<file path="src/rtl/priv_fence_pkg.sv">
package priv_fence_pkg;

    typedef enum logic [1:0] {
        OP_WFI    = 2'd0,
        OP_SFENCE = 2'd1,
        OP_VFENCE = 2'd2,
        OP_GFENCE = 2'd3
    } sysop_e;

    typedef enum logic [1:0] {
        PL_USER  = 2'd0,
        PL_SUPER = 2'd1,
        PL_RSVD  = 2'd2,
        PL_MACH  = 2'd3
    } plevel_e;

    typedef enum logic [2:0] {
        OUT_NONE,
        OUT_ILLEGAL,
        OUT_VFAULT,
        OUT_FLUSH,
        OUT_HALT
    } outcome_e;

    typedef struct packed {
        plevel_e priv;
        logic    virt;
        logic    has_s;
        logic    has_h;
        logic    tw;
        logic    tvm;
        logic    vtw;
        logic    vtvm;
    } ctx_t;

    typedef struct packed {
        logic illegal;
        logic vfault;
        logic flush;
        logic halt;
    } pulse_t;

    function automatic logic is_user(plevel_e p);
        return (p == PL_USER) || (p == PL_RSVD);
    endfunction

    function automatic pulse_t to_pulse(outcome_e o);
        pulse_t p;
        p.illegal = (o == OUT_ILLEGAL);
        p.vfault  = (o == OUT_VFAULT);
        p.flush   = (o == OUT_FLUSH);
        p.halt    = (o == OUT_HALT);
        return p;
    endfunction

endpackage

</file>
<file path="src/rtl/pf_wfi_rule.sv">
module pf_wfi_rule
    import priv_fence_pkg::*;
(
    input  ctx_t     ctx,
    output outcome_e verdict
);
    logic u_mode, s_mode, tw_trap, nos_trap;

    assign u_mode   = is_user(ctx.priv);
    assign s_mode   = (ctx.priv == PL_SUPER);
    assign tw_trap  = (s_mode || (!ctx.has_s && u_mode)) && ctx.tw;
    assign nos_trap = ctx.has_s && u_mode && !ctx.virt;

    always_comb begin
        if (tw_trap || nos_trap)
            verdict = OUT_ILLEGAL;
        else if (ctx.virt && (u_mode || (s_mode && ctx.vtw)))
            verdict = OUT_VFAULT;
        else
            verdict = OUT_HALT;
    end
endmodule

</file>
<file path="src/rtl/pf_fence_rule.sv">
module pf_fence_rule
    import priv_fence_pkg::*;
#(
    parameter sysop_e KIND = OP_SFENCE
) (
    input  ctx_t     ctx,
    output outcome_e verdict
);
    logic at_s, at_m;

    assign at_s = (ctx.priv == PL_SUPER);
    assign at_m = (ctx.priv == PL_MACH);

    generate
        if (KIND == OP_SFENCE) begin : g_sup
            always_comb begin
                if (!(at_s || at_m) || (at_s && ctx.tvm))
                    verdict = OUT_ILLEGAL;
                else if (ctx.has_h && ctx.virt && ctx.vtvm)
                    verdict = OUT_VFAULT;
                else
                    verdict = OUT_FLUSH;
            end
        end else begin : g_hyp
            logic pre_trap;
            assign pre_trap = (KIND == OP_GFENCE) && at_s && !ctx.virt && ctx.tvm;
            always_comb begin
                if (pre_trap)
                    verdict = OUT_ILLEGAL;
                else if (at_s && ctx.virt)
                    verdict = OUT_VFAULT;
                else if (at_m || at_s)
                    verdict = OUT_FLUSH;
                else
                    verdict = OUT_ILLEGAL;
            end
        end
    endgenerate
endmodule

</file>
<file path="src/rtl/pf_wait_ctl.sv">
module pf_wait_ctl #(
    parameter int IRQ_W = 16
) (
    input  logic             clk,
    input  logic             rst,
    input  logic             enter,
    input  logic [IRQ_W-1:0] irq_vec,
    output logic             halted,
    output logic             resume
);
    logic wake;
    assign wake = |irq_vec;

    always_ff @(posedge clk) begin
        if (rst) begin
            halted <= 1'b0;
            resume <= 1'b0;
        end else begin
            resume <= halted && wake;
            if (halted) begin
                if (wake) halted <= 1'b0;
            end else if (enter) begin
                halted <= 1'b1;
            end
        end
    end

    a_r9_wake_exits: assert property (@(posedge clk) disable iff (rst)
        (halted && wake) |=> (!halted && resume));

    a_r10_hold_quiet: assert property (@(posedge clk) disable iff (rst)
        (halted && !wake) |=> (halted && !resume));

    a_r4_entry_cause: assert property (@(posedge clk) disable iff (rst)
        $rose(halted) |-> $past(enter));
endmodule

</file>
<file path="src/rtl/priv_fence_check.sv">
module priv_fence_check
    import priv_fence_pkg::*;
#(
    parameter int IRQ_W = 16
) (
    input  logic             clk,
    input  logic             rst,
    input  logic             req_valid,
    input  logic [1:0]       req_op,
    input  logic [1:0]       cur_priv,
    input  logic             virt_on,
    input  logic             has_s_ext,
    input  logic             has_h_ext,
    input  logic             tw_bit,
    input  logic             tvm_bit,
    input  logic             vtw_bit,
    input  logic             vtvm_bit,
    input  logic [IRQ_W-1:0] irq_pend_en,
    output logic             out_illegal,
    output logic             out_vfault,
    output logic             out_flush,
    output logic             out_halt,
    output logic             halted,
    output logic             resume
);
    localparam int NUM_OPS = 4;

    ctx_t     ctx;
    outcome_e rule_v [NUM_OPS];
    outcome_e chosen;
    outcome_e verdict;
    logic     accept;
    pulse_t   pulse_q;

    assign ctx.priv  = plevel_e'(cur_priv);
    assign ctx.virt  = virt_on;
    assign ctx.has_s = has_s_ext;
    assign ctx.has_h = has_h_ext;
    assign ctx.tw    = tw_bit;
    assign ctx.tvm   = tvm_bit;
    assign ctx.vtw   = vtw_bit;
    assign ctx.vtvm  = vtvm_bit;

    pf_wfi_rule u_wfi (
        .ctx     (ctx),
        .verdict (rule_v[0])
    );

    generate
        for (genvar k = 1; k < NUM_OPS; k++) begin : g_fence
            pf_fence_rule #(.KIND(sysop_e'(k))) u_rule (
                .ctx     (ctx),
                .verdict (rule_v[k])
            );
        end
    endgenerate

    assign accept  = req_valid && !halted;
    assign chosen  = rule_v[req_op];
    assign verdict = accept ? chosen : OUT_NONE;

    always_ff @(posedge clk) begin
        if (rst) pulse_q <= '0;
        else     pulse_q <= to_pulse(verdict);
    end

    pf_wait_ctl #(.IRQ_W(IRQ_W)) u_wait (
        .clk     (clk),
        .rst     (rst),
        .enter   (verdict == OUT_HALT),
        .irq_vec (irq_pend_en),
        .halted  (halted),
        .resume  (resume)
    );

    assign out_illegal = pulse_q.illegal;
    assign out_vfault  = pulse_q.vfault;
    assign out_flush   = pulse_q.flush;
    assign out_halt    = pulse_q.halt;

    a_r8_single_result: assert property (@(posedge clk) disable iff (rst)
        $onehot0({out_illegal, out_vfault, out_flush, out_halt}));

    a_r8_result_needs_req: assert property (@(posedge clk) disable iff (rst)
        (out_illegal || out_vfault || out_flush || out_halt)
            |-> ($past(req_valid) && !$past(halted)));

    a_r6_user_vm_fence: assert property (@(posedge clk) disable iff (rst)
        (req_valid && !halted && req_op == 2'd2 && cur_priv == 2'd0) |=> out_illegal);

    a_r4_machine_wait: assert property (@(posedge clk) disable iff (rst)
        (req_valid && !halted && req_op == 2'd0 && cur_priv == 2'd3) |=> (out_halt && halted));

    a_r10_drop_when_halted: assert property (@(posedge clk) disable iff (rst)
        (req_valid && halted) |=> !(out_illegal || out_vfault || out_flush || out_halt));
endmodule

</file>
<file path="config.mk">
export PLATFORM = sky130hd
export DESIGN_NAME = priv_fence_check
export DESIGN_NICKNAME = d
export VERILOG_FILES = /design/src/rtl/priv_fence_pkg.sv /design/src/rtl/pf_wfi_rule.sv /design/src/rtl/pf_fence_rule.sv /design/src/rtl/pf_wait_ctl.sv /design/src/rtl/priv_fence_check.sv
export SDC_FILE = /design/constraint.sdc
export NUM_CORES = 1
export LEC_CHECK = 0
export BUFFER_PORTS_ARGS = -buffer_cell sky130_fd_sc_hd__clkbuf_2
export CAP_MARGIN = 20
export CORE_MARGIN = 5
export CORE_UTILIZATION = 39
export DETAILED_ROUTE_END_ITERATION = 16
export GPL_ROUTABILITY_DRIVEN = 0
export GPL_TIMING_DRIVEN = 1
export PLACE_DENSITY = 0.76
export SLEW_MARGIN = 20
export SYNTH_ARGS = -nofsm -noshare
export SYNTH_HDL_FRONTEND = slang
export SYNTH_HIERARCHICAL = 1
export SYNTH_SLANG_ARGS = --single-unit
</file>
<file path="constraint.sdc">
create_clock -name clk -period 2.3 [get_ports clk]
set_input_delay 0.46 -clock clk [delete_from_list [all_inputs] [get_ports clk]]
set_output_delay 0.46 -clock clk [all_outputs]
set_load 0.02 [all_outputs]
</file>
==> summary.md <==
| Metric | Value |
|---|---|
| Area growth syn-to-layout | `36.5%` |
| Crit-path max FO | `10` |
| Total grt overflow | `0` |
| WP data arrival | `2080 ps` |
| Post-CTS Hold Buffers | `0` |
| Worst-Skew Late Latency | `roughly 240 ps` |
| Avg Inst Size Synth | `8.84 um^2` |
| Design Area, Final | `712 um^2` |
| Crit path capture type | `flip-flop` |
| Die ar. | `2170 um^2` |
| Slowest stage cell, crit path | `mux4_2` |
| Sink Count | `6` |
| Initial antenna violation count | `0` |
| Status | `finished, final reports clean` |
| Setup TNS | `0 ps` |
| Port bufs | `35` |
| P per Cell Area | `between 400 and 500 nW/um^2` |
| Clock power frac | `approximately 32%` |
| CP delay by family, top | `multiplexers` |
| Starting DRT DRC Count | `1` |
| H-tree Lvls | `1` |
| Leakage | `around 0.35 nW` |
| Register area share after synthesis | `around 23%` |
| DP Area | `~700 um^2` |
| Area leader, netlist | `dfxtp_1` |
| Io pins | `36` |
| WHS | `457 ps` |
| Share of post-route cells with drive strength above 1 | `50.5%` |
| Remaining DRCs | `0` |
| Worst Skew | `between 4 and 5 ps` |
| Clock slew at reported path FFs | `40 ps` |
| Post-CTS sizing | `0` |
| Initial Util | `roughly 41%` |
| DR vias | `between 500 and 600` |
| Place WS | `134 ps` |
| CTS Root Cell | `clkbuf_4` |
| Fmax | `520 MHz` |
| Cells after DPL | `between 100 and 150` |
| Final Max Tran Viols | `0` |
| Flop pwr share | `37.9%` |
| Syn Inst Count | `a little under 60` |
| Fin. Hold Viols | `0` |
| Final setup viols | `0` |
| Worst path max stage delay | `480 ps` |
| Antenna Violating Nets Remaining | `0` |
| Vias per cell | `4.81` |
| Pint | `212 uW` |
| Area contributors post-synth | `dfxtp_1 (23%), mux4_1 (5.0%), buf_4 (4.3%)` |
| Fill cells | `134` |
| EDFF count, synth | `0` |
| Worst IR Drop VDD | `0.194 mV` |
| CTS tree | `done` |
| Unrepaired setup endpoints after global routing | `false` |
| First-pass GRT wire length | `1900 um` |
| Worst path cell trace | `clkbuf_2, inv_1, a211o_1, mux4_2, or2_1, nor2_1, nor2_1, a211oi_2` |
| Primary FF master, synth | `dfxtp_1` |
| Crit path buf inv count | `2` |
| Core area | `1280 um^2` |
| Router iterations before antenna repair | `4` |
| Num CTS Buffers | `3` |
| Final cell count without fillers | `108` |
| Core Util, Final | `55.4%` |
| Crit start category | `input port` |
| Maxcap violations | `0` |
| Total Power | `between 200 and 300 uW` |
| WL/cell | `11.5 um` |
| Combinational share of power | `29.7%` |
| Psw | `around 76 uW` |
| Final net count | `125` |
| Clock Path Buffers | `2` |
| Final min period | `slightly below 2000 ps` |
| Die X | `about 47 um` |
| HP Class | `in2reg` |
| Mapped cell area | `between 500 and 600 um^2` |
| Die Ht | `46.6 um` |
| N_diodes | `0` |
| Crit path top cell by count | `nor2_1` |
| GRT Util Overall | `12.4%` |
| Final period util | `83.6%` |
| Yosys cell types | `34` |
| Setup bufs post-CTS | `0` |
| Synthesis-stage register bit count | `6` |
| Final WS setup | `376 ps` |
| Largest net degree at the start of global routing | `11` |
| Critical path type | `in2reg` |
| Sw frac | `26.4%` |
| Yosys warning count | `6` |
| Final WL | `about 1200 um` |
| Post-synth top area share | `23.0%` |
| Synthesized Nets | `89` |
| Vias in the first global route | `487` |
| HPWL after DPL | `1120 um` |
| Data required, critical path | `approximately 2500 ps` |
| # rows | `13` |
| Post-synthesis async set-or-reset flop share | `0%` |
Yosys cell counts (3+ instances only):
cell and count:
a21oi_1 3, buf_4 3, nor3b_1 3, conb_1 3, nand2_1 3, nor4_1 3, nor2_1 3, dfxtp_1 6
inv_1 5, nand3b_1 3
state kept, by name (all words and copies together) (netlist names):
name	cells
out_illegal	1
u_wait/halted	1
u_wait/resume	1
out_halt	1
out_flush	1
out_vfault	1
layer usage:
| layer | wire length [um] | global-route usage [%] |
|---|---|---|
| met1 | 469 | 14.1 |
| met2 | 697 | 21.4 |
| met3 | 72 | 2.34 |
| met4 | 0 | 6.82 |
| met5 | 0 | 0 |
cells by family after synthesis:
kind of cell    Yosys count  share of synthesized area (%)
simple gates             26                           34.3
other cells               3                           2.16
compound gates           11                           18.5
flops                     6                           23.0
mux                       4                           13.4
buf+inv                   9                           8.63
layout by cell type, fill, tap and decap left out, drive strengths merged:
cell	count
nand3	1
mux2	1
o31a	1
and3b	2
o21ai	1
nor3b	3
a211oi	1
mux4	2
a2bb2oi	1
o22ai	1
a21oi	3
nor2	4
dfxtp	6
a211o	1
conb	3
or4b	1
or2	1
nand4	1
nor4	4
and2b	1
o32a	1
clkbuf	38
o2bb2a	1
inv	5
nor3	1
mux2i	1
nand2	3
nand3b	3
nor4bb	1
worst reg2reg max path: stages (launching register included):
cell and delay [ps]:
dfxtp_1 370, or4b_1 550, o2bb2a_4 240, nor3b_1 170
final cells by class:
type,count,area (um^2),share of cell area [%]
timing repair buffer,35,175,24.6
clock buffer,3,22.5,3.16
sequential,6,120,16.9
multi-input combinational,44,357,50.1
tap,15,18.8,2.64
inverter,5,18.8,2.64
final timing paths:
| path | slack [ps] | depth (start not counted) | start | end |
|---|---|---|---|---|
| worst max-delay path | 380 | 8 | cur_priv[0] | u_wait/halted$_SDFF_PP0_ |
| worst min-delay path | 460 | 2 | rst | u_wait/halted$_SDFF_PP0_ |
| worst max register to register | 900 | 3 | u_wait/halted$_SDFF_PP0_ | out_vfault$_SDFF_PP0_ |
| worst min register to register | 610 | 1 | u_wait/halted$_SDFF_PP0_ | u_wait/halted$_SDFF_PP0_ |
power by group through the flow:
stage | clock network [mW] | registers (mW) | logic (mW)
detailed placement | 0 | 0.111 | 0.0854
finish | 0.0931 | 0.109 | 0.0853
global placement | 0 | 0.111 | 0.0828
floorplan | 0 | 0.114 | 0.0444
CTS | 0.0994 | 0.109 | 0.0857
global route | 0.105 | 0.109 | 0.0951
Power figures use the tool's default switching activity.
